--- src/rtl/reqroute_pkg.sv ---
package reqroute_pkg;
  localparam int unsigned ENTRY_W = 8;
  localparam int unsigned CHSEL_W = 5;

  // bit 7 valid, bits 6:5 kept for readback, bits 4:0 channel
  typedef struct packed {
    logic                 valid;
    logic [1:0]           spare;
    logic [CHSEL_W-1:0]   chan;
  } map_entry_t;
endpackage

--- src/rtl/reqroute_sync.sv ---
module reqroute_sync #(
  parameter int unsigned WIDTH  = 75,
  parameter int unsigned STAGES = 2
) (
  input  logic             clk_i,
  input  logic             rst_ni,
  input  logic [WIDTH-1:0] d_i,
  output logic [WIDTH-1:0] q_o
);
  logic [WIDTH-1:0] stg_q [STAGES];

  always_ff @(posedge clk_i or negedge rst_ni) begin
    if (!rst_ni) begin
      for (int i = 0; i < STAGES; i++) stg_q[i] <= '0;
    end else begin
      stg_q[0] <= d_i;
      for (int i = 1; i < STAGES; i++) stg_q[i] <= stg_q[i-1];
    end
  end

  assign q_o = stg_q[STAGES-1];
endmodule

--- src/rtl/reqroute_map_table.sv ---
module reqroute_map_table
  import reqroute_pkg::*;
#(
  parameter int unsigned NUM_REQ    = 75,
  parameter int unsigned NUM_CH     = 32,
  parameter int unsigned ADDR_W     = 16,
  parameter int unsigned LO_ENTRIES = 64,
  parameter int unsigned LO_BASE    = 'h0100,
  parameter int unsigned HI_BASE    = 'h1100
) (
  input  logic                       clk_i,
  input  logic                       rst_ni,
  input  logic                       wr_i,
  input  logic                       rd_i,
  input  logic [ADDR_W-1:0]          addr_i,
  input  logic [ENTRY_W-1:0]         wdata_i,
  output logic [ENTRY_W-1:0]         rdata_o,
  output logic                       err_o,
  output logic [NUM_REQ-1:0]         vld_o,
  output logic [NUM_REQ-1:0][CHSEL_W-1:0] chan_o
);
  localparam int unsigned HI_ENTRIES = NUM_REQ - LO_ENTRIES;
  localparam int unsigned IDX_W      = $clog2(NUM_REQ);
  localparam logic [ADDR_W-1:0] LO_BASE_A = ADDR_W'(LO_BASE);
  localparam logic [ADDR_W-1:0] HI_BASE_A = ADDR_W'(HI_BASE);
  localparam logic [ADDR_W-1:0] LO_SPAN   = ADDR_W'(LO_ENTRIES * 4);
  localparam logic [ADDR_W-1:0] HI_SPAN   = ADDR_W'(HI_ENTRIES * 4);

  map_entry_t        tbl_q [NUM_REQ];
  logic [ADDR_W-1:0] lo_off, hi_off;
  logic              lo_hit, hi_hit, hit;
  logic [IDX_W-1:0]  idx;
  logic              bad_chan;
  logic [ENTRY_W-1:0] rdata_q;
  logic              err_q;

  always_comb begin
    lo_off = addr_i - LO_BASE_A;
    hi_off = addr_i - HI_BASE_A;
    lo_hit = (addr_i >= LO_BASE_A) && (lo_off < LO_SPAN) && (addr_i[1:0] == 2'b00);
    hi_hit = (addr_i >= HI_BASE_A) && (hi_off < HI_SPAN) && (addr_i[1:0] == 2'b00);
    hit    = lo_hit | hi_hit;
    if (lo_hit) idx = lo_off[IDX_W+1:2];
    else        idx = IDX_W'(LO_ENTRIES) + hi_off[IDX_W+1:2];
  end

  // channel number outside the instance; CHSEL_W+1 bits so NUM_CH = 32 fits
  assign bad_chan = wdata_i[ENTRY_W-1] &&
                    ({1'b0, wdata_i[CHSEL_W-1:0]} >= (CHSEL_W+1)'(NUM_CH));

  always_ff @(posedge clk_i or negedge rst_ni) begin
    if (!rst_ni) begin
      for (int r = 0; r < NUM_REQ; r++) tbl_q[r] <= '0;
    end else if (wr_i && hit) begin
      tbl_q[idx] <= map_entry_t'(wdata_i);
    end
  end

  always_ff @(posedge clk_i or negedge rst_ni) begin
    if (!rst_ni) begin
      rdata_q <= '0;
      err_q   <= 1'b0;
    end else begin
      if (rd_i) rdata_q <= hit ? ENTRY_W'(tbl_q[idx]) : '0;
      if (wr_i && hit && bad_chan) err_q <= 1'b1;
    end
  end

  assign rdata_o = rdata_q;
  assign err_o   = err_q;

  for (genvar r = 0; r < NUM_REQ; r++) begin : g_out
    assign vld_o[r]  = tbl_q[r].valid;
    assign chan_o[r] = tbl_q[r].chan;
  end
endmodule

--- src/rtl/reqroute_chan_route.sv ---
module reqroute_chan_route
  import reqroute_pkg::*;
#(
  parameter int unsigned NUM_REQ = 75,
  parameter int unsigned NUM_CH  = 32
) (
  input  logic                           clk_i,
  input  logic                           rst_ni,
  input  logic [NUM_REQ-1:0]             req_s_i,
  input  logic [NUM_REQ-1:0]             vld_i,
  input  logic [NUM_REQ-1:0][CHSEL_W-1:0] chan_i,
  output logic [NUM_CH-1:0]              lvl_o,
  output logic [NUM_CH-1:0]              rise_o,
  output logic [NUM_CH-1:0]              fall_o
);
  logic [NUM_CH-1:0] lvl_d, lvl_q, rise_q, fall_q;

  // ascending scan: the last (highest-numbered) valid match wins
  always_comb begin
    lvl_d = '0;
    for (int c = 0; c < NUM_CH; c++) begin
      for (int r = 0; r < NUM_REQ; r++) begin
        if (vld_i[r] && (chan_i[r] == CHSEL_W'(c))) lvl_d[c] = req_s_i[r];
      end
    end
  end

  always_ff @(posedge clk_i or negedge rst_ni) begin
    if (!rst_ni) begin
      lvl_q  <= '0;
      rise_q <= '0;
      fall_q <= '0;
    end else begin
      lvl_q  <= lvl_d;
      rise_q <= lvl_d & ~lvl_q;
      fall_q <= ~lvl_d & lvl_q;
    end
  end

  assign lvl_o  = lvl_q;
  assign rise_o = rise_q;
  assign fall_o = fall_q;
endmodule

--- src/rtl/dma_req_router.sv ---
module dma_req_router
  import reqroute_pkg::*;
#(
  parameter int unsigned NUM_REQ     = 75,
  parameter int unsigned NUM_CH      = 32,
  parameter int unsigned ADDR_W      = 16,
  parameter int unsigned LO_ENTRIES  = 64,
  parameter int unsigned LO_BASE     = 'h0100,
  parameter int unsigned HI_BASE     = 'h1100,
  parameter int unsigned SYNC_STAGES = 2
) (
  input  logic               clk_i,
  input  logic               rst_ni,
  input  logic [NUM_REQ-1:0] req_i,
  input  logic               reg_wr_i,
  input  logic               reg_rd_i,
  input  logic [ADDR_W-1:0]  reg_addr_i,
  input  logic [7:0]         reg_wdata_i,
  output logic [7:0]         reg_rdata_o,
  output logic               map_err_o,
  output logic [NUM_CH-1:0]  chan_req_o,
  output logic [NUM_CH-1:0]  req_rise_o,
  output logic [NUM_CH-1:0]  req_fall_o
);
  logic [NUM_REQ-1:0]              req_s;
  logic [NUM_REQ-1:0]              map_vld;
  logic [NUM_REQ-1:0][CHSEL_W-1:0] map_chan;

  reqroute_sync #(.WIDTH(NUM_REQ), .STAGES(SYNC_STAGES)) u_sync (
    .clk_i (clk_i),
    .rst_ni(rst_ni),
    .d_i   (req_i),
    .q_o   (req_s)
  );

  reqroute_map_table #(
    .NUM_REQ(NUM_REQ), .NUM_CH(NUM_CH), .ADDR_W(ADDR_W),
    .LO_ENTRIES(LO_ENTRIES), .LO_BASE(LO_BASE), .HI_BASE(HI_BASE)
  ) u_table (
    .clk_i  (clk_i),
    .rst_ni (rst_ni),
    .wr_i   (reg_wr_i),
    .rd_i   (reg_rd_i),
    .addr_i (reg_addr_i),
    .wdata_i(reg_wdata_i),
    .rdata_o(reg_rdata_o),
    .err_o  (map_err_o),
    .vld_o  (map_vld),
    .chan_o (map_chan)
  );

  reqroute_chan_route #(.NUM_REQ(NUM_REQ), .NUM_CH(NUM_CH)) u_route (
    .clk_i  (clk_i),
    .rst_ni (rst_ni),
    .req_s_i(req_s),
    .vld_i  (map_vld),
    .chan_i (map_chan),
    .lvl_o  (chan_req_o),
    .rise_o (req_rise_o),
    .fall_o (req_fall_o)
  );
endmodule

--- config.mk ---
export PLATFORM = sky130hd
export DESIGN_NAME = dma_req_router
export DESIGN_NICKNAME = d
export VERILOG_FILES = /design/src/rtl/reqroute_pkg.sv /design/src/rtl/reqroute_sync.sv /design/src/rtl/reqroute_map_table.sv /design/src/rtl/reqroute_chan_route.sv /design/src/rtl/dma_req_router.sv
export SDC_FILE = /design/constraint.sdc
export NUM_CORES = 2
export LEC_CHECK = 0
export ABC_AREA = 1
export BUFFER_PORTS_ARGS = -buffer_cell sky130_fd_sc_hd__buf_2
export CAP_MARGIN = 20
export CORE_MARGIN = 5
export CORE_UTILIZATION = 40
export DETAILED_ROUTE_END_ITERATION = 16
export PLACE_DENSITY = 0.62
export SETUP_SLACK_MARGIN = 0.15
export SYNTH_ARGS = -nofsm -noshare
export SYNTH_HDL_FRONTEND = slang
export SYNTH_SLANG_ARGS = --single-unit
--- constraint.sdc ---
create_clock -name clk_i -period 6.64 [get_ports clk_i]
set_clock_uncertainty 0.15 [all_clocks]
set_input_delay 0.664 -clock clk_i [delete_from_list [all_inputs] [get_ports clk_i]]
set_output_delay 0.664 -clock clk_i [all_outputs]
set_load 0.02 [all_outputs]
==> key figures <==
Global routing
  – Initial antenna violation count: 10
  – Largest net degree at the start of global routing: approximately 160
  – Grt ovf: 0
  – Global Route Usage Sum: between 20 and 30%
  – First-pass GRT wire length: 492,000 µm
  – Number of global-route vias before repair: ~86,000

Floorplan
  – Initial core utilization: around two fifths
  – Die Wd: around 460 µm
  – Die height: around 460 µm
  – Io pins: approximately 210
  – Die footprint: approximately 210,000 µm²
  – # rows: 165
  – Core ar.: a little over 200,000 µm²

Critical path
  – Startpoint Class: register
  – Critical Path Max Stage Delay: ~0.47 ns
  – Worst setup EP type: register
  – Worst path required time: just over 7 ns
  – Max Fanout on Critical Path: 5
  – Worst endpoint data arrival time: between 7 and 8 ns
  – Most common cell on crit path: nand2_1
  – Worst path slowest cell: dfrtp_2
  – Setup Crit Path Kind: register to register

Timing
  – Worst-margin pin slew: ~1.1 ns
  – Final Hold Viols: 0
  – Unrepaired setup endpoints after global routing: true
  – Setup violators final: 2
  – Final setup margin: -0.0536 ns
  – Min cycle time layout: about 6.7 ns
  – Final Max Tran Viols: 0
  – Crit share post-route: 101%
  – Relative slew slack: around 25%
  – Max frequency: 149 MHz

Drt
  – Routed WL: 323,000 µm
  – Drt via density: between 5 and 6
  – Vias: 93,700
  – DR pass1 iterations: 7
  – DRT iter0 DRCs: roughly 9,500
  – Antenna-violating nets left: 0
  – Drt wl/cell: between 15 and 20 µm
  – Drt drc: 0

Synthesis
  – Top-area cell type share of the netlist area: between 20% and 30%
  – #FFs+latches synth: approximately 850
  – Ys async rst share: 100%
  – Post-synth EDFFs: 0
  – Mapped Area: between 80,000 and 90,000 µm²
  – Post-synth cell types: 54
  – Synth Instances: ~15,000
  – Register area share after synthesis: about a quarter
  – Yosys top cell by area: dfrtp_1
  – Syn nets: 14,900
  – Avg Cell Area, Syn: roughly 5.5 µm²
  – Yosys warning count: 0
  – Top post-synthesis cells by area: dfrtp_1 (26%), nand2_1 (20%), nor2_1 (12%)
  – Dominant synthesized flop cell: dfrtp_1

CTS
  – Worst-Skew Late Latency: around 0.77 ns
  – CTS buffer count: between 100 and 150
  – Clock root buffer: clkbuf_16
  – CTS H-tree depth: 3
  – Reg clk slew, reported paths: roughly 0.060 ns
  – CTS tree: built
  – Clock sinks: roughly 850
  – Longest Clk Path Bufs: 3

Placement
  – Input/output buffers: about 210
  – Detail Placement HPWL: 254,000 µm
  – Gpl congestion: 0.993
  – Setup slack at placement: -0.00756 ns

Layout
  – Area of the multi-input gates: about 51,000 µm²
  – Fillers: ~22,000
  – Area grow syn2layout: 14.1%
  – Share of cells above drive strength 1: between 10% and 20%
  – Nets: about 15,000
  – Seq. cell area: about 21,000 µm²
  – Finished Core Util: 45.9%

Power and ir drop
  – Leakage power total: 37.9 nW
  – Worst VDD drop: slightly below 300 µV
  – Cell Pwr Density: around 130 nW/µm²

Run
  – MaxCap Viol Count: 0

Hold path
  – Hold Path Class: input pin to register

Status
  – Status: finished, violations left
  – Violated checks: setup timing
metrics by stage:
step           power [W]  cell area [µm²]  setup TNS, ns  std cells  hold slack [ns]
2_1_floorplan    0.00581            81500              0      14700            0.181
3_5_place_dp     0.00616            85000       -0.00756      17300            0.185
5_1_grt           0.0126            93000         -21.43      17700            0.113
3_3_place_gp     0.00616            85000              0      17300            0.183
6_report          0.0122            93000        -0.0881      17700           0.0949
4_1_cts           0.0123            89600              0      17600           0.0514
cells by family after synthesis:
kind of cell           count (synthesis)  share of synthesized area (%)
and+or+nand+nor                     7353                           34.7
AOI/OAI and AO/OA                   3505                           24.0
buffers and inverters               3034                           15.0
DFF                                  854                           26.2
other                                  1                        0.00460
flip-flops by register name (all words and copies together) (netlist names):
register,flops
u_table.tbl_q,150
u_route.rise_o,32
u_route.lvl_o,32
u_route.fall_o,32
u_table.vld_o,75
u_sync.stg_q,75
u_table.rdata_o,8
u_sync.q_o,75
u_table.chan_o,375
final timing paths:
| kind | startpoint | end | slack [ns] | depth (start not counted) |
|---|---|---|---|---|
| setup / recovery | u_table.chan_o[3] | u_route.fall_o[26] | -0.05 | 82 |
| max in group asynchronous | rst_ni | u_route.lvl_o[31] | 4.59 | 3 |
| hold reg to reg | u_sync.stg_q[90] | u_sync.q_o[15] | 0.18 | 0 |
| min in group asynchronous | rst_ni | u_sync.q_o[28] | 0.33 | 2 |
| setup reg to reg | u_table.chan_o[3] | u_route.fall_o[26] | -0.05 | 82 |
| hold / removal | reg_wdata_i[7] | u_table.vld_o[16] | 0.09 | 3 |
cell usage in the layout (no fill, tap or decap), types with 80 or more instances in the layout:
cell type	synthesis	layout
nand2_1	4334	3616
nor2_1	2598	2495
inv_1	2366	2326
a21oi_1	1388	1382
o21ai_0	1139	1132
dfrtp_1	854	834
nand2_2	12	689
o22ai_1	354	353
o31ai_1	324	324
buf_4	20	257
nand3_1	247	212
buf_2	16	204
clkbuf_16	0	105
a31oi_1	91	90
nor3_1	90	87
a22oi_1	80	80
synthesized netlist by cell type, types with 3 or more instances:
cell           count
nand2_1         4334
nor2_1          2598
inv_1           2366
a21oi_1         1388
o21ai_0         1139
dfrtp_1          854
clkbuf_1         391
o22ai_1          354
o31ai_1          324
nand3_1          247
a31oi_1           91
nor3_1            90
clkinv_1          81
a22oi_1           80
dlygate4sd3_1     60
clkbuf_4          41
nand4_1           29
a41oi_1           27
a32o_1            21
a221oi_1          20
buf_4             20
nor2_2            19
buf_6             18
inv_2             18
buf_2             16
o211ai_1          16
nand2_2           12
a21boi_0          10
buf_1             10
nand3b_1           8
o21ai_1            7
a21boi_1           6
a31o_2             6
dlygate4sd1_1      6
nor2_4             6
clkbuf_8           5
nor3_2             3
o211ai_2           3
o32ai_1            3
o41ai_1            3
critical path: cells and delay by family, from the launching register on:
kind,cells,cell delay [ns]
AND/OR/NAND/NOR,80,5.73
flip-flops,1,0.47
buffers and inverters,2,0.22
report_power, final:
| part | internal (W) | switching [W] |
|---|---|---|
| Combinational | 0.000167 | 0.000598 |
| Sequential | 0.00525 | 0.0000921 |
| Clock | 0.00350 | 0.00261 |
| Total | 0.00892 | 0.00330 |
routing by layer:
layer | wire length, µm | part of all wire (%) | global-route usage (%)
met3 | 19900 | 6.2 | 3.25
met5 | 26 | 0.0080 | 0
met4 | 17700 | 5.5 | 14.0
met2 | 148000 | 46 | 47.6
met1 | 137000 | 42 | 37.7
what timing repair did:
action                                  CTS  global route
hold buffers                             76             0
endpoints found under the hold margin   128             0
cloned                                    0             5
pin swaps                                 6           274
setup buffers                             7            41
endpoints found under the setup margin   33            96
resized for setup                        38          1050
layout make-up:
| class | count | share of cell area [%] |
|---|---|---|
| multi-input combinational | 10900 | 54.5 |
| tap | 2672 | 3.60 |
| antenna | 15 | 0.0404 |
| sequential | 854 | 23.0 |
| clock buffer | 137 | 3.11 |
| inverter | 2466 | 10.0 |
| timing repair buffer | 597 | 4.86 |
| clock inverter | 54 | 0.806 |
| timing repair inverter | 1 | 0.00942 |
Note: power is estimated with default switching activity, not from simulation.
